==> src/rtl/be_lsu_pkg.sv <==
package be_lsu_pkg;

    localparam int WORD_W = 16;
    localparam int BYTE_W = 8;

    typedef enum logic [1:0] {
        OP_LDW  = 2'b00,
        OP_STW  = 2'b01,
        OP_LDBH = 2'b10,
        OP_LDBL = 2'b11
    } lsu_op_e;

    typedef enum logic [1:0] {
        ST_IDLE   = 2'b00,
        ST_FIRST  = 2'b01,
        ST_SECOND = 2'b10,
        ST_FINISH = 2'b11
    } lsu_state_e;

    typedef struct packed {
        logic hi;
        logic lo;
    } half_mask_t;

    function automatic logic op_is_load(lsu_op_e o);
        return o != OP_STW;
    endfunction

    function automatic logic op_is_word(lsu_op_e o);
        return (o == OP_LDW) || (o == OP_STW);
    endfunction

    function automatic half_mask_t op_mask(lsu_op_e o);
        half_mask_t m;
        case (o)
            OP_LDW:  m = '{hi: 1'b1, lo: 1'b1};
            OP_LDBH: m = '{hi: 1'b1, lo: 1'b0};
            OP_LDBL: m = '{hi: 1'b0, lo: 1'b1};
            default: m = '{hi: 1'b0, lo: 1'b0};
        endcase
        return m;
    endfunction

    function automatic logic [BYTE_W-1:0] word_byte(logic [WORD_W-1:0] w, logic upper);
        return upper ? w[WORD_W-1:BYTE_W] : w[BYTE_W-1:0];
    endfunction

endpackage

==> src/rtl/lsu_ctrl.sv <==
module lsu_ctrl
    import be_lsu_pkg::*;
#(
    parameter int ADDR_W = 8,
    parameter int REG_AW = 3
) (
    input  logic              clk,
    input  logic              rst,
    input  logic              start,
    input  lsu_op_e           op_in,
    input  logic [REG_AW-1:0] reg_in,
    input  logic [ADDR_W-1:0] addr_in,
    output lsu_state_e        state_o,
    output lsu_op_e           op_o,
    output logic [REG_AW-1:0] reg_o,
    output logic              accept_o,
    output logic [ADDR_W-1:0] mem_addr_o,
    output logic              mem_re_o,
    output logic              mem_we_o
);

    localparam logic [ADDR_W-1:0] ADDR_STEP = {{(ADDR_W-1){1'b0}}, 1'b1};

    lsu_state_e        state_q, state_d;
    lsu_op_e           op_q;
    logic [REG_AW-1:0] reg_q;
    logic [ADDR_W-1:0] base_q;
    logic              active;

    assign accept_o = (state_q == ST_IDLE) && start;

    always_comb begin
        state_d = state_q;
        case (state_q)
            ST_IDLE:   if (start) state_d = ST_FIRST;
            ST_FIRST:  state_d = op_is_word(op_q) ? ST_SECOND : ST_FINISH;
            ST_SECOND: state_d = ST_FINISH;
            default:   state_d = ST_IDLE;
        endcase
    end

    always_ff @(posedge clk) begin
        if (rst) begin
            state_q <= ST_IDLE;
            op_q    <= OP_LDW;
            reg_q   <= '0;
            base_q  <= '0;
        end else begin
            state_q <= state_d;
            if (accept_o) begin
                op_q   <= op_in;
                reg_q  <= reg_in;
                base_q <= addr_in;
            end
        end
    end

    assign active     = (state_q == ST_FIRST) || (state_q == ST_SECOND);
    assign mem_addr_o = (state_q == ST_SECOND) ? base_q + ADDR_STEP : base_q;
    assign mem_re_o   = active && op_is_load(op_q);
    assign mem_we_o   = active && !op_is_load(op_q);
    assign state_o    = state_q;
    assign op_o       = op_q;
    assign reg_o      = reg_q;

endmodule

==> src/rtl/lsu_lane.sv <==
module lsu_lane
    import be_lsu_pkg::*;
(
    input  logic              clk,
    input  logic              rst,
    input  logic              accept,
    input  logic [WORD_W-1:0] src_word,
    input  lsu_state_e        state,
    input  lsu_op_e           op,
    input  logic [BYTE_W-1:0] mem_rdata,
    output logic [BYTE_W-1:0] mem_wdata,
    output logic              wr_en,
    output half_mask_t        wr_mask,
    output logic [WORD_W-1:0] wr_data,
    output logic              load_zero
);

    logic [WORD_W-1:0] store_q;
    logic [BYTE_W-1:0] upper_q;
    logic              word_op;

    assign word_op = op_is_word(op);

    // Store word is captured at accept; upper byte of a word load is
    // captured when its read data returns, during the second byte cycle.
    always_ff @(posedge clk) begin
        if (rst) begin
            store_q <= '0;
            upper_q <= '0;
        end else begin
            if (accept) store_q <= src_word;
            if (state == ST_SECOND && op == OP_LDW) upper_q <= mem_rdata;
        end
    end

    // Big-endian order: upper byte goes out in the first cycle.
    assign mem_wdata = word_byte(store_q, state != ST_SECOND);

    assign wr_en   = (state == ST_FINISH) && op_is_load(op);
    assign wr_mask = wr_en ? op_mask(op) : '{hi: 1'b0, lo: 1'b0};
    assign wr_data = word_op ? {upper_q, mem_rdata} : {mem_rdata, mem_rdata};

    assign load_zero = word_op ? ({upper_q, mem_rdata} == '0) : (mem_rdata == '0);

endmodule

==> src/rtl/lsu_zflag.sv <==
module lsu_zflag (
    input  logic clk,
    input  logic rst,
    input  logic update,
    input  logic zero_in,
    output logic z_out
);

    always_ff @(posedge clk) begin
        if (rst)         z_out <= 1'b0;
        else if (update) z_out <= zero_in;
    end

endmodule

==> src/rtl/be_lsu.sv <==
module be_lsu
    import be_lsu_pkg::*;
#(
    parameter int ADDR_W = 8,
    parameter int REG_AW = 3
) (
    input  logic              clk,
    input  logic              rst,
    input  logic              start,
    input  logic [1:0]        op,
    input  logic [REG_AW-1:0] reg_sel,
    input  logic [ADDR_W-1:0] base_addr,
    output logic              done,
    output logic              z_flag,
    output logic [REG_AW-1:0] rf_rd_idx,
    input  logic [15:0]       rf_rd_data,
    output logic              rf_wr_en,
    output logic [REG_AW-1:0] rf_wr_idx,
    output logic [1:0]        rf_wr_half,
    output logic [15:0]       rf_wr_data,
    output logic [ADDR_W-1:0] mem_addr,
    output logic [7:0]        mem_wdata,
    output logic              mem_we,
    output logic              mem_re,
    input  logic [7:0]        mem_rdata
);

    lsu_state_e state;
    lsu_op_e    op_q;
    logic       accept;
    half_mask_t mask;
    logic       load_zero;

    lsu_ctrl #(
        .ADDR_W(ADDR_W),
        .REG_AW(REG_AW)
    ) ctrl_i (
        .clk       (clk),
        .rst       (rst),
        .start     (start),
        .op_in     (lsu_op_e'(op)),
        .reg_in    (reg_sel),
        .addr_in   (base_addr),
        .state_o   (state),
        .op_o      (op_q),
        .reg_o     (rf_wr_idx),
        .accept_o  (accept),
        .mem_addr_o(mem_addr),
        .mem_re_o  (mem_re),
        .mem_we_o  (mem_we)
    );

    lsu_lane lane_i (
        .clk      (clk),
        .rst      (rst),
        .accept   (accept),
        .src_word (rf_rd_data),
        .state    (state),
        .op       (op_q),
        .mem_rdata(mem_rdata),
        .mem_wdata(mem_wdata),
        .wr_en    (rf_wr_en),
        .wr_mask  (mask),
        .wr_data  (rf_wr_data),
        .load_zero(load_zero)
    );

    lsu_zflag zflag_i (
        .clk    (clk),
        .rst    (rst),
        .update (rf_wr_en),
        .zero_in(load_zero),
        .z_out  (z_flag)
    );

    assign rf_rd_idx  = reg_sel;
    assign rf_wr_half = {mask.hi, mask.lo};
    assign done       = (state == ST_FINISH);

endmodule

==> config.mk <==
export PLATFORM = sky130hd
export DESIGN_NAME = be_lsu
export DESIGN_NICKNAME = d
export VERILOG_FILES = /design/src/rtl/be_lsu_pkg.sv /design/src/rtl/lsu_ctrl.sv /design/src/rtl/lsu_lane.sv /design/src/rtl/lsu_zflag.sv /design/src/rtl/be_lsu.sv
export SDC_FILE = /design/constraint.sdc
export NUM_CORES = 1
export LEC_CHECK = 0
export CAP_MARGIN = 20
export CORE_MARGIN = 2
export CORE_UTILIZATION = 39
export DETAILED_ROUTE_END_ITERATION = 12
export PLACE_DENSITY = 0.86
export SLEW_MARGIN = 40
export SYNTH_ARGS = -nofsm -noshare
export SYNTH_HDL_FRONTEND = slang
export SYNTH_SLANG_ARGS = --single-unit
==> constraint.sdc <==
create_clock -name clk -period 1.3 [get_ports clk]
set_input_delay 0.13 -clock clk [delete_from_list [all_inputs] [get_ports clk]]
set_output_delay 0.13 -clock clk [all_outputs]
set_load 0.1 [all_outputs]
==> out/qor.txt <==
Reg power frac - 0.198
unique cell type count in the Yosys netlist - 33
DR pass1 iterations - 4
sequential area share after synthesis - 0.382
CTS root buffer - clkbuf_8
CP Launch Type - flip-flop
Initial DRC Count - 262
Synth Instances - 250
routed len/inst - 28.3 um
grt ovf - 0
Psw - 3770 uW
nature of the critical path endpoint - output pin
status - finished, violations left
Final Max Slew Viols - 0
Lkg Pwr - 0.00191 uW
synth-to-layout area growth - 125%
post-synthesis net count - 299
initial core utilization - 0.408
total negative slack - -27.00 ns
complex-gate fraction of the synthesized area - 0.125
clock buffer depth - 2
RSZ-0062 raised after global routing - true
Synth Area in Adders - 0.0537
syn_area_per_cell - 8.39 um^2
post-synthesis simple-gate area fraction - 0.215
XOR/XNOR share of the synthesized area - 0.0292
Max-Cap Viols - 0
Filler cells - 164
Die ar. - 0.00598 mm^2
worst path required time - 1.17 ns
Slew HR - 0.640
Slew @ Worst Pin - 0.540 ns
htree depth - 2
Rows - 26
Fmax - 467 MHz
CTS Buf Count - 5
worst r2r dst - lane_i.upper_q[0]
critical path arrival - 2.01 ns
die height - 77.4 um
Yosys reg bits - 40
DRC viols - 0
drt total wl - 12500 um
depth of the worst hold-timing path - 2
gr usage total - 0.330
endpoints failing hold - 0
Int Power - 4210 uW
failing checks - setup timing
post-route cell area - 0.00473 mm^2
global placer's final weighted congestion - 0.771
Worst R2R Setup Slack - -0.40 ns
first-pass GRT wire length - 15000 um
switching part of the total - 0.472
Mapped Area - 0.00210 mm^2
crit path max fanout - 3
diode count - 0
Worst Slack Setup Final - -0.843 ns
hold endpoint - lane_i.upper_q[2]
clk_skew - 0.0269 ns
R2R depth - 9
clk sink count - 40
multi-input logic area - 0.00175 mm^2
worst skew pair latency - 0.33 ns
vias after detailed routing - 2645
initial antenna violation count - 1
share of layout cells above drive strength 1 - 0.629
vias in the first global route - 2578
PwrDens - 1690 mW/mm^2
largest net degree at the start of global routing - 32
endpoints failing setup - 70
Tightest Hold Check Type - input port to flip-flop
Final min period - 2.14 ns
fraction of power consumed by the clock network - 0.146
Placed Area - 0.00383 mm^2
largest family of logic cells by synthesized area - simple AND/OR/NAND/NOR gates
Final nets - 420
Placeable Area - 0.00514 mm^2
CTS tree - built
post-synthesis mux area share - 0.0960
Comb power frac - 0.656
kind of critical path - flip-flop to output pin
hold_sp - rst
clock transition at the registers of the reported paths - 0.11 ns
io pins - 85
VDD IR max - 1.76 mV
port buffer count - 84
Syn. warnings - 0
drt via density - 5.98
worst reg2reg path startpoint - ctrl_i.state_o[0]
Reg area - 815 um^2
Tot Pwr - 7980 uW
hpwl dp - 4840 um
period utilization - 1.65
width of the die - 77.4 um
number of nets with antenna violations after routing - 0
stage by stage:
stage | setup WS (ns) | instances | hold slack [ns] | util
after floorplan | -0.818 | 250 | 0.257 | -
after global placement | -0.288 | 412 | 0.435 | 0.745
final | -0.843 | 442 | 0.218 | 0.920
after CTS | -0.639 | 436 | 0.164 | 0.849
after global routing | -0.901 | 442 | 0.212 | 0.920
after detailed placement | -0.380 | 412 | 0.450 | 0.745
state kept, by name, indices dropped and copies added (netlist names):
signal,count
lane_i.store_q,16
ctrl_i.base_q,8
lane_i.upper_q,8
ctrl_i.reg_o,3
ctrl_i.op_o,2
ctrl_i.state_o,2
zflag_i.z_out,1
worst max-delay path: stages, from the launching register on:
cell	delay [ns]
dfxtp_4	0.38
inv_4	0.08
ha_4	0.17
buf_6	0.11
nand4_1	0.21
nor2_1	0.19
buf_4	0.16
xor2_4	0.18
buf_12	0.19
cell usage in the layout, fill, tap and decap left out, types with 5 or more instances in the layout:
master	count
buf_12	50
nand2_1	38
clkdlybuf4s50_1	38
dfxtp_1	35
a21oi_2	34
buf_4	30
nand2_4	22
mux2_4	17
buf_6	11
nand2_2	10
buf_8	7
ha_4	6
clkbuf_8	6
nand4_1	5
Yosys cell counts, drive strengths merged:
master	count	share of area
mux2i	1	0.0048
nor2b	3	0.0089
o32ai	1	0.0042
a21oi	39	0.11
nor3	1	0.0024
nand4	5	0.015
and3	1	0.0030
buf	25	0.089
nand2	71	0.13
or2b	1	0.0036
o21ai	1	0.0024
nor2	6	0.014
nor4	3	0.0089
and2	2	0.0072
nor3b	1	0.0036
o21a	1	0.0036
xnor2	4	0.017
o211ai	1	0.0036
nand3	8	0.019
dfxtp	40	0.38
ha	9	0.054
mux2	17	0.091
xor2	3	0.013
inv	5	0.0089
clkbuf	1	0.0018
cell type report:
type,count,share of cell area
repair buffers,140,0.407
multi-input cells,179,0.371
flip-flops and latches,40,0.172
well taps,70,0.0185
clock buffers,6,0.0175
clock inverters,2,0.00820
inverters,5,0.00608
power groups by stage:
stage | Sequential, uW | Clock, uW | Combinational, uW
after global placement | 1520 | 0 | 3840
after global routing | 1590 | 1210 | 5320
after detailed placement | 1540 | 0 | 3910
after floorplan | 1630 | 0 | 2470
final | 1580 | 1160 | 5240
after CTS | 1530 | 1100 | 4520
layer usage:
metal | wire (um) | share of wire | vias to the layer above | track usage
li1 | - | - | 1070 | -
met1 | 4530 | 0.36 | 1253 | 0.388
met2 | 5680 | 0.45 | 228 | 0.569
met3 | 1330 | 0.11 | 92 | 0.0930
met4 | 957 | 0.077 | 2 | 0.125
met5 | 13 | 0.0010 | - | 0
logic make-up after synthesis:
logic type / after synthesis
flip-flops: 40
buffers and inverters: 31
adder cells (fa/ha/maj): 9
AND/OR/NAND/NOR: 102
multiplexers: 18
AO/OA/AOI/OAI: 43
XOR/XNOR: 7
worst max path at each step:
stage / depth (start not counted) / end / from
2_1_floorplan: 3 / rf_wr_half[0] / ctrl_i.state_o[1]
3_3_place_gp: 7 / mem_addr[7] / ctrl_i.state_o[0]
3_5_place_dp: 7 / mem_addr[7] / ctrl_i.state_o[0]
4_1_cts: 6 / mem_addr[6] / ctrl_i.state_o[0]
5_1_grt: 8 / mem_addr[7] / ctrl_i.state_o[0]
6_report: 8 / mem_addr[7] / ctrl_i.state_o[0]
what timing repair did:
action | CTS | global route
buffers inserted | 14 | 10
setup endpoints to repair | 69 | 70
pin swaps | 19 | 27
cloned | 4 | 1
hold buffers | 0 | 0
resized for setup | 52 | 87
(Power assumes the default switching activity.)
